[src/rtl/cap_pkg.sv]
package cap_pkg;
   // Register indices, which are also the read select encoding.
   typedef enum logic [1:0] {
      REG_A = 2'd0,
      REG_B = 2'd1,
      REG_C = 2'd2,
      REG_D = 2'd3
   } cap_reg_e;

   localparam int unsigned NUM_PAIRS = 2;
   localparam int unsigned NUM_REGS  = 2 * NUM_PAIRS;
endpackage

[src/rtl/cap_edge_detect.sv]
module cap_edge_detect #(
   parameter int unsigned SYNC_STAGES = 2
) (
   input  logic clk,
   input  logic rst_n,
   input  logic pin_i,
   output logic rise_o,
   output logic fall_o
);
   localparam int unsigned TOP = SYNC_STAGES - 1;

   initial begin
      assert (SYNC_STAGES >= 2) else $fatal(1, "cap_edge_detect: SYNC_STAGES must be 2 or more");
   end

   logic [TOP:0] sync_q;
   logic         prev_q;

   always_ff @(posedge clk or negedge rst_n) begin
      if (!rst_n) begin
         sync_q <= '0;
         prev_q <= 1'b0;
      end else begin
         sync_q <= {sync_q[TOP-1:0], pin_i};
         prev_q <= sync_q[TOP];
      end
   end

   assign rise_o = sync_q[TOP] & ~prev_q;
   assign fall_o = ~sync_q[TOP] & prev_q;
endmodule

[src/rtl/cap_pair.sv]
module cap_pair #(
   parameter int unsigned CW = 16
) (
   input  logic          clk,
   input  logic          rst_n,
   input  logic [CW-1:0] count_i,
   input  logic          buf_en_i,
   input  logic          es_pri_i,
   input  logic          es_sec_i,
   input  logic          rise_pri_i,
   input  logic          fall_pri_i,
   input  logic          rise_sec_i,
   input  logic          fall_sec_i,
   output logic [CW-1:0] pri_q,
   output logic [CW-1:0] sec_q,
   output logic          hit_pri_o,
   output logic          hit_sec_o
);
   logic one_edge_pri;
   logic both_edges;

   assign one_edge_pri = es_pri_i ? rise_pri_i : fall_pri_i;
   assign both_edges   = buf_en_i & (es_pri_i ^ es_sec_i);
   assign hit_pri_o    = both_edges ? (rise_pri_i | fall_pri_i) : one_edge_pri;
   assign hit_sec_o    = ~buf_en_i & (es_sec_i ? rise_sec_i : fall_sec_i);

   always_ff @(posedge clk or negedge rst_n) begin
      if (!rst_n) begin
         pri_q <= '0;
         sec_q <= '0;
      end else begin
         if (hit_pri_o) begin
            pri_q <= count_i;
            if (buf_en_i) sec_q <= pri_q;
         end
         if (hit_sec_o) sec_q <= count_i;
      end
   end
endmodule

[src/rtl/cap_flags.sv]
module cap_flags #(
   parameter int unsigned N = 4
) (
   input  logic         clk,
   input  logic         rst_n,
   input  logic [N-1:0] set_i,
   input  logic [N-1:0] clr_i,
   output logic [N-1:0] flag_o
);
   always_ff @(posedge clk or negedge rst_n) begin
      if (!rst_n) flag_o <= '0;
      else        flag_o <= (flag_o & ~clr_i) | set_i;
   end
endmodule

[src/rtl/cap_read_port.sv]
module cap_read_port #(
   parameter int unsigned CW   = 16,
   parameter int unsigned BW   = 8,
   parameter int unsigned NREG = 4
) (
   input  logic                    clk,
   input  logic                    rst_n,
   input  logic [NREG*CW-1:0]      regs_i,
   input  logic                    rd_en_i,
   input  logic [$clog2(NREG)-1:0] rd_sel_i,
   input  logic                    rd_hi_i,
   output logic [BW-1:0]           rd_data_o
);
   logic [CW-1:0] word;
   logic [BW-1:0] temp_q;

   initial begin
      assert (CW == 2 * BW) else $fatal(1, "cap_read_port: CW must be twice BW");
   end

   assign word = regs_i[rd_sel_i*CW +: CW];

   always_ff @(posedge clk or negedge rst_n) begin
      if (!rst_n) begin
         rd_data_o <= '0;
         temp_q    <= '0;
      end else if (rd_en_i) begin
         if (rd_hi_i) begin
            rd_data_o <= word[CW-1:BW];
            temp_q    <= word[BW-1:0];
         end else begin
            rd_data_o <= temp_q;
         end
      end
   end
endmodule

[src/rtl/dual_capture_unit.sv]
module dual_capture_unit #(
   parameter int unsigned CW          = 16,
   parameter int unsigned BW          = 8,
   parameter int unsigned SYNC_STAGES = 2
) (
   input  logic          clk,
   input  logic          rst_n,
   input  logic [CW-1:0] count_i,
   input  logic [3:0]    cap_pin_i,
   input  logic [1:0]    buf_en_i,
   input  logic [3:0]    edge_sel_i,
   input  logic [3:0]    flag_clr_i,
   output logic [3:0]    flag_o,
   input  logic          rd_en_i,
   input  logic [1:0]    rd_sel_i,
   input  logic          rd_hi_i,
   output logic [BW-1:0] rd_data_o
);
   import cap_pkg::*;

   localparam int unsigned NP   = NUM_PAIRS;
   localparam int unsigned NREG = NUM_REGS;

   initial begin
      assert (CW == 2 * BW) else $fatal(1, "dual_capture_unit: CW must be twice BW");
      assert (SYNC_STAGES >= 2) else $fatal(1, "dual_capture_unit: SYNC_STAGES too small");
   end

   logic [NREG-1:0]    rise;
   logic [NREG-1:0]    fall;
   logic [NREG-1:0]    hit;
   logic [NREG*CW-1:0] cap_flat;

   for (genvar i = 0; i < NREG; i++) begin : g_pin
      cap_edge_detect #(.SYNC_STAGES(SYNC_STAGES)) u_edge (
         .clk    (clk),
         .rst_n  (rst_n),
         .pin_i  (cap_pin_i[i]),
         .rise_o (rise[i]),
         .fall_o (fall[i])
      );
   end

   for (genvar p = 0; p < NP; p++) begin : g_pair
      cap_pair #(.CW(CW)) u_pair (
         .clk        (clk),
         .rst_n      (rst_n),
         .count_i    (count_i),
         .buf_en_i   (buf_en_i[p]),
         .es_pri_i   (edge_sel_i[p]),
         .es_sec_i   (edge_sel_i[p+NP]),
         .rise_pri_i (rise[p]),
         .fall_pri_i (fall[p]),
         .rise_sec_i (rise[p+NP]),
         .fall_sec_i (fall[p+NP]),
         .pri_q      (cap_flat[p*CW +: CW]),
         .sec_q      (cap_flat[(p+NP)*CW +: CW]),
         .hit_pri_o  (hit[p]),
         .hit_sec_o  (hit[p+NP])
      );
   end

   cap_flags #(.N(NREG)) u_flags (
      .clk    (clk),
      .rst_n  (rst_n),
      .set_i  (hit),
      .clr_i  (flag_clr_i),
      .flag_o (flag_o)
   );

   cap_read_port #(.CW(CW), .BW(BW), .NREG(NREG)) u_read (
      .clk       (clk),
      .rst_n     (rst_n),
      .regs_i    (cap_flat),
      .rd_en_i   (rd_en_i),
      .rd_sel_i  (rd_sel_i),
      .rd_hi_i   (rd_hi_i),
      .rd_data_o (rd_data_o)
   );
endmodule

[config.mk]
export PLATFORM = sky130hd
export DESIGN_NAME = dual_capture_unit
export DESIGN_NICKNAME = d
export VERILOG_FILES = /design/src/rtl/cap_pkg.sv /design/src/rtl/cap_edge_detect.sv /design/src/rtl/cap_pair.sv /design/src/rtl/cap_flags.sv /design/src/rtl/cap_read_port.sv /design/src/rtl/dual_capture_unit.sv
export SDC_FILE = /design/constraint.sdc
export NUM_CORES = 1
export LEC_CHECK = 0
export ABC_AREA = 1
export BUFFER_PORTS_ARGS = -buffer_cell sky130_fd_sc_hd__buf_2
export CORE_MARGIN = 2
export CORE_UTILIZATION = 64
export CTS_CLUSTER_DIAMETER = 120
export DETAILED_ROUTE_END_ITERATION = 7
export GPL_TIMING_DRIVEN = 0
export PLACE_DENSITY = 0.95
export RECOVER_POWER = 50
export SETUP_SLACK_MARGIN = 0.2
export SKIP_CTS_REPAIR_TIMING = 1
export SYNTH_ARGS = -nofsm -noshare
export SYNTH_HDL_FRONTEND = slang
export SYNTH_SLANG_ARGS = --single-unit
[constraint.sdc]
create_clock -name clk -period 3.4 [get_ports clk]
set_clock_uncertainty 0.1 [all_clocks]
set_input_delay 0.68 -clock clk [delete_from_list [all_inputs] [get_ports clk]]
set_output_delay 0.68 -clock clk [all_outputs]
set_load 0.1 [all_outputs]
==> results by group, run 1 <==
Run status
  – Status: finished, violations left
  – Failing checks: max-capacitance violations, max-slew violations

Clock network
  – Clock-pin slew on the worst setup and hold paths: 0.11 ns
  – Worst skew pair latency: 0.37 ns
  – Clock sinks: 96
  – Total CTS buffers: 9
  – CTS tree: yes
  – CTS H-tree depth: 3
  – Clock root buffer: clkbuf_8
  – Clock buffer depth: 2

Floorplan
  – Initial core utilization: 0.663
  – DIE AREA: a little over 0.008 mm2
  – Total core area: between 0.007 and 0.008 mm2
  – Num ports: 48
  – Die Width: 90.7 um
  – DIE HEIGHT: 90.7 um
  – FP Rows: 31

Synth
  – Largest family of logic cells by synthesized area: simple AND/OR/NAND/NOR gates
  – Multiplexer share of the synthesized area: 0
  – Post-synthesis xor/xnor area fraction: 0
  – Post-synthesis compound-gate area fraction: 0.114
  – Adder-cell share of the synthesized area: 0.0104
  – Number of synthesized register bits: 96
  – Distinct cell type count after synthesis: 22
  – Sequential element share of the synthesized area: 0.499
  – Syn_area_per_cell: 7.76 um2
  – Cells after Synth: 620
  – Post-synth net total: 660
  – Yosys warnings: 0
  – Post-synthesis simple-gate area fraction: 0.288
  – Mapped Area: 0.00481 mm2

Global routing
  – Overflow after GRT: 0
  – First-pass GRT wire length: between 20 and 25 mm
  – Initial antenna violation count: 0
  – GRT Util Overall: 0.347
  – Largest net degree at the start of global routing: 71
  – Vias in the first global route: about 4500

Route
  – WL/cell: between 15 and 20 um
  – 1st-iter DRT viols: 584
  – Vias: 4545
  – # DRC: 0
  – Final wirelength: ~13 mm
  – Antenna viol nets, final: 0
  – Via/cell ratio: 5.82
  – First drt pass iteration count: 6

Worst setup path
  – Critical path endpoint category: output port
  – CP max FO: 2
  – Top Family by Delay on Critical Path: buffers and inverters
  – Crit path arrival time: ~1.2 ns
  – Critical path buffer and inverter count: 1
  – Worst Setup Start Kind: register
  – Worst-path cell chain: buf_2
  – Crit-path max cell delay: 0.43 ns
  – Critical Path RT: 2.62 ns
  – Worst Setup Path Type: register to output port
  – CP max-delay cell: buf_2

Cells and area
  – FILL cells: 561
  – Area of the multi-input gates: 0.00198 mm2
  – Fin nets: 717
  – N_diodes: 0
  – Layout cells sized above 1: 0.155
  – Layout area overhead: 12.0%
  – Register area: 0.00240 mm2

Placed design
  – Gpl congestion: 0.951
  – HPWL Detailed: between 9 and 10 mm
  – Port buffer count: 45

Timing
  – Max Transition Viols Final: 26
  – Slew headroom: -0.00246
  – Fin Hold WS: 0.256 ns
  – Final period utilization: 0.578
  – Endpoints failing setup: 0
  – Setup TNS: 0 ns
  – Fmax: 0.509 GHz
  – Final Hold Fails: 0
  – Period minus WS final: approximately 2.0 ns
  – Slew @ Worst Pin: 1.50 ns
  – RSZ-0062 raised after global routing: no

Power and ir drop
  – Design Power: 3.12 mW
  – Maximum VDD drop: roughly 0.00025 V
  – P_leak: 2.84 nW
  – PwrDens: 578 mW/mm2

Hold path
  – Worst hold path type: register to register

Run
  – Max-Cap Viols: 1
## layout make-up
| cell class | instances | area share |
|---|---|---|
| clock inverter | 6 | 0.0123 |
| inverter | 58 | 0.0404 |
| sequential | 96 | 0.446 |
| buffer | 34 | 0.0388 |
| timing repair buffer | 46 | 0.0466 |
| multi-input combinational | 432 | 0.368 |
| tap | 99 | 0.0230 |
| clock buffer | 10 | 0.0255 |
## stage by stage
step           setup WS (ns)  utilization  cell area [um2]  std cells
2_1_floorplan           1.72            -             4810        620
3_3_place_gp           0.697        0.712             5160        764
3_5_place_dp            1.33        0.716             5190        765
4_1_cts                 1.44        0.744             5400        781
5_1_grt                 1.35        0.743             5390        781
6_report                1.44        0.743             5390        781
## layer usage
layer | vias up | global-route usage | share of wire
met2 | 318 | 0.549 | 0.46
li1 | 2096 | - | -
met5 | - | 0 | 0
met3 | 62 | 0.105 | 0.12
met4 | 0 | 0.155 | 0.045
met1 | 2069 | 0.441 | 0.37
## final timing paths
kind	start	to	slack [ns]	cells past startpoint
max in group asynchronous	rst_n	g_pair[0].u_pair.pri_q[3]	1.64	2
max	u_read.rd_data_o[2]	rd_data_o[2]	1.44	1
min reg2reg	g_pin[0].u_edge.sync_q[0]	g_pin[0].u_edge.sync_q[1]	0.26	0
min	g_pin[0].u_edge.sync_q[0]	g_pin[0].u_edge.sync_q[1]	0.26	0
max reg2reg	g_pin[2].u_edge.sync_q[1]	g_pair[0].u_pair.sec_q[8]	1.59	9
min in group asynchronous	rst_n	g_pair[0].u_pair.sec_q[10]	0.55	1
## synthesized netlist by cell type (all sizes together)
master / instances / share of area
nand3: 85 / 0.092
clkinv: 3 / 0.0023
a21oi: 18 / 0.019
nand4: 2 / 0.0026
a31oi: 8 / 0.010
nor2: 29 / 0.023
clkbuf: 8 / 0.0062
buf: 26 / 0.037
ha: 4 / 0.010
o21ai: 68 / 0.082
inv: 55 / 0.043
and2: 2 / 0.0026
nand2: 214 / 0.17
o21bai: 2 / 0.0031
dfrtp: 96 / 0.50
## placed cells by master (no fill, tap or decap), types with 2 or more instances in the layout
| cell type | instances |
|---|---|
| a21oi_1 | 18 |
| a31oi_1 | 8 |
| nand2_2 | 3 |
| clkbuf_8 | 10 |
| nand3_2 | 3 |
| nand4_1 | 2 |
| inv_6 | 2 |
| dfrtp_1 | 96 |
| o21ai_0 | 51 |
| nor2_1 | 29 |
| clkinv_1 | 3 |
| nand2_1 | 211 |
| nand3_1 | 82 |
| inv_1 | 55 |
| ha_1 | 4 |
| o21ai_1 | 3 |
| buf_4 | 5 |
| o21bai_1 | 2 |
| and2_1 | 2 |
| buf_6 | 6 |
| o21ai_2 | 14 |
| buf_2 | 58 |
| clkinv_2 | 2 |
| clkbuf_1 | 9 |
## power breakdown
part           leakage, nW  total (mW)  switching (mW)  internal (mW)
clock network        0.107       0.784           0.420          0.365
logic                 1.57       0.837           0.586          0.250
registers             1.17        1.49           0.138           1.36
total                 2.84        3.12            1.14           1.97
## cell families after synthesis
kind of cell               Yosys count
DFF                                 96
AOI/OAI and AO/OA                   96
adders and majority gates            4
buffers and inverters               92
and+or+nand+nor                    332
## registers in the layout, summed over array words and instances (netlist names)
name,flops
g_pin.u_edge.prev_q,4
g_pair.u_pair.sec_q,32
u_flags.flag_o,4
g_pin.u_edge.sync_q,8
u_read.temp_q,8
g_pair.u_pair.pri_q,32
u_read.rd_data_o,8
No activity file was read; power rests on OpenSTA's default activity.
==> run 2: changes to the inputs <==
--- a/config.mk
+++ b/config.mk
@@ -8,11 +8,11 @@
 export ABC_AREA = 1
 export BUFFER_PORTS_ARGS = -buffer_cell sky130_fd_sc_hd__buf_2
 export CORE_MARGIN = 2
-export CORE_UTILIZATION = 64
+export CORE_UTILIZATION = 53
 export CTS_CLUSTER_DIAMETER = 120
 export DETAILED_ROUTE_END_ITERATION = 7
 export GPL_TIMING_DRIVEN = 0
-export PLACE_DENSITY = 0.95
+export PLACE_DENSITY = 0.86
 export RECOVER_POWER = 50
 export SETUP_SLACK_MARGIN = 0.2
 export SKIP_CTS_REPAIR_TIMING = 1
==> constraint.sdc (replaced) <==
create_clock -name clk -period 1.7 [get_ports clk]
set_clock_uncertainty 0.1 [all_clocks]
set_input_delay 0.34 -clock clk [delete_from_list [all_inputs] [get_ports clk]]
set_output_delay 0.34 -clock clk [all_outputs]
set_load 0.1 [all_outputs]
==> results by group, run 2 (synthesis gave the netlist of run 1 again) <==
Clock network
  – Clock root buffer: clkbuf_8
  – Total CTS buffers: 9
  – Clock buffer depth: 2
  – Clock sinks: 96
  – CTS H-tree depth: 3
  – CTS tree: yes
  – Clock-pin slew on the worst setup and hold paths: 0.10 ns
  – Worst skew pair latency: just under 0.4 ns

Placed design
  – Dpl ws: 0.00372 ns
  – Port buffer count: 45
  – HPWL Detailed: approximately 9.0 mm
  – Dpl cell area: ~0.0052 mm2
  – Gpl congestion: 0.907

Run
  – Max-Cap Viols: 0

Global routing
  – First-pass GRT wire length: roughly 21 mm
  – Met1 Use GR: 0.386
  – Vias in the first global route: about 4400
  – Overflow after GRT: 0
  – Initial antenna violation count: 0
  – Routing usage on met2: 0.442
  – Largest net degree at the start of global routing: 52
  – Met3 Resource Use GR: 0.0576
  – GRT Util Overall: 0.281
  – Global routing's busiest layer: met2

Worst setup path
  – Worst Setup Path Type: register to register
  – Crit path arrival time: 1.90 ns
  – Reg2reg setup slack: -0.02 ns
  – Reg2reg start: g_pin[1].u_edge.sync_q[1]
  – Reg2reg path depth: 7
  – Reg2reg end: g_pair[1].u_pair.pri_q[14]
  – Critical Path RT: ~1.9 ns
  – CP max FO: 10
  – Critical path endpoint category: register
  – Worst Setup Start Kind: register

Timing
  – Final period utilization: 1.01
  – Period minus WS final: roughly 1.7 ns
  – Setup ws final: -0.0241 ns
  – Slew @ Worst Pin: 0.640 ns
  – Fmax: 0.580 GHz
  – Final Hold Fails: 0
  – Max Transition Viols Final: 0
  – Fin Hold WS: approximately 0.022 ns
  – RSZ-0062 raised after global routing: yes
  – Setup TNS: -0.112 ns
  – Slew headroom: 0.573
  – Endpoints failing setup: 9

Cells and area
  – Most common cell after layout, fill and taps aside: nand2_1
  – Fin nets: 738
  – Layout cells sized above 1: 0.246
  – Final Util: 0.694
  – N_diodes: 0
  – Final instance area: 0.00608 mm2
  – Leading registers by flop count: g_pair.u_pair.pri_q (32), g_pair.u_pair.sec_q (32)
  – Area of the multi-input gates: 0.00219 mm2
  – Commonest non-fill, non-tap cells in the layout: nand2_1 (175), dfrtp_1 (96), nand3_1 (78)
  – FILL cells: 620
  – Layout area overhead: 26.4%
  – Register area: 0.00240 mm2

Route
  – # DRC: 0
  – First drt pass iteration count: 7
  – WL/cell: 19.4 um
  – Via/cell ratio: about 6.1
  – 1st-iter DRT viols: 549
  – Vias: slightly below 5000
  – Final wirelength: approximately 16 mm
  – Antenna viol nets, final: 0

Floorplan
  – DIE AREA: roughly 0.0099 mm2
  – DIE HEIGHT: 99.3 um
  – FP Rows: 34
  – Initial core utilization: 0.549
  – Num ports: 48
  – Die Width: roughly 99 um
  – Total core area: 0.00876 mm2

Power and ir drop
  – PwrDens: 1160 mW/mm2
  – P_leak: roughly 3.1 nW
  – Maximum VDD drop: 0.000595 V

Run status
  – Status: finished, violations left
  – Failing checks: negative setup slack

Hold path
  – Hold path start: flag_clr_i[2]
  – Hold depth: 2
  – Worst hold path type: primary input to register
  – Hold endpoint: u_flags.flag_o[2]
==> run 2: cell count changes in the layout (fill, tap and decap cells not counted), moves of 9 or more <==
cell,previous run,this run
nand2_1,211,175
nand2_2,3,32
buf_2,58,38
o21ai_0,51,35
o21ai_1,3,14
buf_4,5,15
buf_6,6,15
==> run 2: worst max-delay path, cell delays in order, from the launching register on <==
cell     delay, ns
dfrtp_1       0.41
ha_1          0.29
nand4_1       0.17
and2_4        0.21
buf_8         0.14
buf_6         0.16
nand2_1       0.09
o21ai_2       0.06
==> run 2: worst max-delay path by stage <==
| stage | start | end | slack [ns] | cells after the start |
|---|---|---|---|---|
| after floorplan | g_pin[1].u_edge.prev_q | u_flags.flag_o[1] | 0.17 | 10 |
| after global routing | g_pin[1].u_edge.sync_q[1] | g_pair[1].u_pair.sec_q[9] | -0.14 | 7 |
| final | g_pin[1].u_edge.sync_q[1] | g_pair[1].u_pair.pri_q[14] | -0.02 | 7 |
| after CTS | g_pin[1].u_edge.sync_q[1] | g_pair[1].u_pair.sec_q[11] | -0.03 | 11 |
| after detailed placement | edge_sel_i[2] | g_pair[0].u_pair.sec_q[12] | 0.004 | 10 |
| after global placement | rst_n | g_pair[1].u_pair.pri_q[3] | -0.70 | 1 |
==> run 2: final cells by class <==
class	instances	share of cell area
Sequential cell	96	0.395
Clock buffer	10	0.0226
Clock inverter	6	0.0189
Multi-Input combinational cell	432	0.360
Inverter	58	0.0358
Buffer	34	0.0492
Timing Repair Buffer	67	0.0961
Tap cell	108	0.0222
==> run 2: routing by layer <==
metal	part of all wire	wire length [um]
met5	0	0
met4	0.064	1010
met3	0.11	1800
met2	0.46	7250
met1	0.36	5640
==> run 2: power by group <==
part | internal [mW] | switching, mW | total [mW] | leakage (nW)
Sequential | 2.71 | 0.312 | 3.03 | 1.17
Clock | 1.03 | 0.891 | 1.92 | 0.123
Combinational | 0.742 | 1.36 | 2.10 | 1.82
==> run 2: metrics by stage <==
step,cells,power [mW]
after floorplan,620,4.17
after global placement,773,4.57
after detailed placement,774,4.66
after CTS,790,6.50
after global routing,811,7.29
final,811,7.05
==> run 3: changes to the inputs <==
--- a/config.mk
+++ b/config.mk
@@ -7,12 +7,14 @@
 export LEC_CHECK = 0
 export ABC_AREA = 1
 export BUFFER_PORTS_ARGS = -buffer_cell sky130_fd_sc_hd__buf_2
+export CELL_PAD_IN_SITES_DETAIL_PLACEMENT = 2
+export CELL_PAD_IN_SITES_GLOBAL_PLACEMENT = 2
 export CORE_MARGIN = 2
-export CORE_UTILIZATION = 53
+export CORE_UTILIZATION = 31
 export CTS_CLUSTER_DIAMETER = 120
 export DETAILED_ROUTE_END_ITERATION = 7
 export GPL_TIMING_DRIVEN = 0
-export PLACE_DENSITY = 0.86
+export PLACE_DENSITY = 0.85
 export RECOVER_POWER = 50
 export SETUP_SLACK_MARGIN = 0.2
 export SKIP_CTS_REPAIR_TIMING = 1
==> results by group, run 3 (synthesis gave the netlist of run 1 again) <==
Run status
  – Status: finished, violations left
  – Failing checks: negative setup slack

Global routing
  – Initial antenna violation count: 0
  – Overflow after GRT: 0
  – GRT Util Overall: 0.216
  – Largest net degree at the start of global routing: 61
  – First-pass GRT wire length: 26.9 mm
  – Vias in the first global route: approximately 5000

Placed design
  – HPWL Detailed: 12.7 mm
  – Port buffer count: 45
  – Dpl ws: -0.0962 ns
  – Gpl congestion: 0.871

Floorplan
  – DIE AREA: roughly 0.017 mm2
  – FP Rows: 45
  – DIE HEIGHT: 129 um
  – Initial core utilization: 0.317
  – Num ports: 48
  – Total core area: approximately 0.015 mm2
  – Die Width: approximately 130 um

Cells and area
  – N_diodes: 0
  – Commonest non-fill, non-tap cells in the layout: nand2_1 (154), dfrtp_1 (96), nand3_1 (79)
  – Leading registers by flop count: g_pair.u_pair.pri_q (32), g_pair.u_pair.sec_q (32)
  – Layout cells sized above 1: 0.276
  – Most common cell after layout, fill and taps aside: nand2_1
  – Layout area overhead: 30.1%
  – Fin nets: 738
  – Final Util: 0.412

Timing
  – Slew headroom: 0.605
  – Max Transition Viols Final: 0
  – Final Hold Fails: 0
  – Endpoints failing setup: 15
  – Fmax: roughly 0.57 GHz
  – Fin Hold WS: 0.0453 ns
  – Slew @ Worst Pin: 0.592 ns
  – Setup ws final: -0.0694 ns
  – RSZ-0062 raised after global routing: yes
  – Final period utilization: 1.04
  – Period minus WS final: 1.77 ns

Route
  – WL/cell: 20.9 um
  – Via/cell ratio: 5.24
  – First drt pass iteration count: 4
  – # DRC: 0
  – Vias: 4668
  – 1st-iter DRT viols: between 200 and 250
  – Antenna viol nets, final: 0
  – Final wirelength: 18.6 mm

Worst setup path
  – Worst Setup Start Kind: register
  – CP max FO: 8
  – Crit path arrival time: 1.91 ns
  – CP max-delay cell: dfrtp_1
  – Critical path endpoint category: register
  – Worst Setup Path Type: register to register
  – Critical Path RT: 1.84 ns
  – Worst-path cell chain: ha_1 -> nand2_1 -> inv_1 -> nor2_2 -> nand2_2 -> and2_4 -> buf_12 -> buf_8 -> o21bai_1
  – Crit-path max cell delay: 0.41 ns

Power and ir drop
  – PwrDens: 1150 mW/mm2
  – Int Pwr: 4.55 mW
  – Design Power: between 7 and 8 mW
  – P_leak: 3.17 nW
  – Clock power frac: 0.281
  – Net switching power figure: between 2 and 3 mW
  – Net Sw Frac: 0.369
  – Sequential share of power: 0.422
  – Maximum VDD drop: 0.000518 V
  – Comb power frac: 0.297

Clock network
  – Total CTS buffers: 9
  – Clock buffer depth: 2
  – Clock-pin slew on the worst setup and hold paths: 0.07 ns
  – CTS tree: yes
  – Clock sinks: 96
  – Clock root buffer: clkbuf_16
  – CTS H-tree depth: 3
  – Worst skew pair latency: 0.36 ns

Hold path
  – Worst hold path type: primary input to register

Run
  – Max-Cap Viols: 0
[run 3: changes by cell type in the layout (fill, tap and decap cells not counted), sizes merged]
| cell | before | now |
|---|---|---|
| bufinv | 3 | 0 |
| clkbuf | 27 | 31 |
| inv | 56 | 55 |
[run 3: worst paths after layout]
path | start | cells past startpoint | to | slack [ns]
setup / recovery | g_pin[0].u_edge.sync_q[1] | 9 | u_flags.flag_o[0] | -0.07
hold / removal | flag_clr_i[1] | 2 | u_flags.flag_o[1] | 0.05
setup reg to reg | g_pin[0].u_edge.sync_q[1] | 9 | u_flags.flag_o[0] | -0.07
min in group asynchronous | rst_n | 2 | u_flags.flag_o[0] | 0.40
max in group asynchronous | rst_n | 3 | g_pair[1].u_pair.sec_q[0] | 0.16
hold reg to reg | g_pin[3].u_edge.sync_q[0] | 0 | g_pin[3].u_edge.sync_q[1] | 0.25
[run 3: cell type report]
class                      count  area, um2
fill                        1733       8940
sequential                    96       2400
multi-input combinational    432       2300
timing repair buffer          67        536
buffer                        34        280
clock buffer                  14        274
tap                          188        235
inverter                      58        218
clock inverter                 2       12.5
[run 3: metal layers]
metal / GRT usage / share of wire / up-vias
li1: - / - / 2143
met1: 0.270 / 0.42 / 2403
met2: 0.365 / 0.51 / 92
met3: 0.0474 / 0.034 / 30
met4: 0.0831 / 0.030 / 0
met5: 0 / 0 / -
[run 3: worst max-delay path: cells and delay by family, from the launching register on]
family | cells | cell delay [ns]
adder cells (fa/ha/maj) | 1 | 0.20
AND/OR/NAND/NOR | 4 | 0.48
flip-flops | 1 | 0.41
buffers and inverters | 3 | 0.32
AO/OA/AOI/OAI | 1 | 0.14
[run 3: per-stage QoR]
stage          cells  area [um2]  setup TNS (ns)
5_1_grt          891        6260           -3.91
4_1_cts          870        5610           -2.79
3_5_place_dp     854        5320           -1.71
6_report         891        6260          -0.726
3_3_place_gp     853        5290          -81.66
2_1_floorplan    620        4830               0
[run 3: power by group through the flow]
stage / logic (mW) / registers, mW / clock network, mW
2_1_floorplan: 0.896 / 3.27 / 0
3_5_place_dp: 1.74 / 3.07 / 0
5_1_grt: 2.35 / 3.09 / 2.17
6_report: 2.14 / 3.04 / 2.02
3_3_place_gp: 1.63 / 3.04 / 0
4_1_cts: 1.76 / 3.03 / 2.06
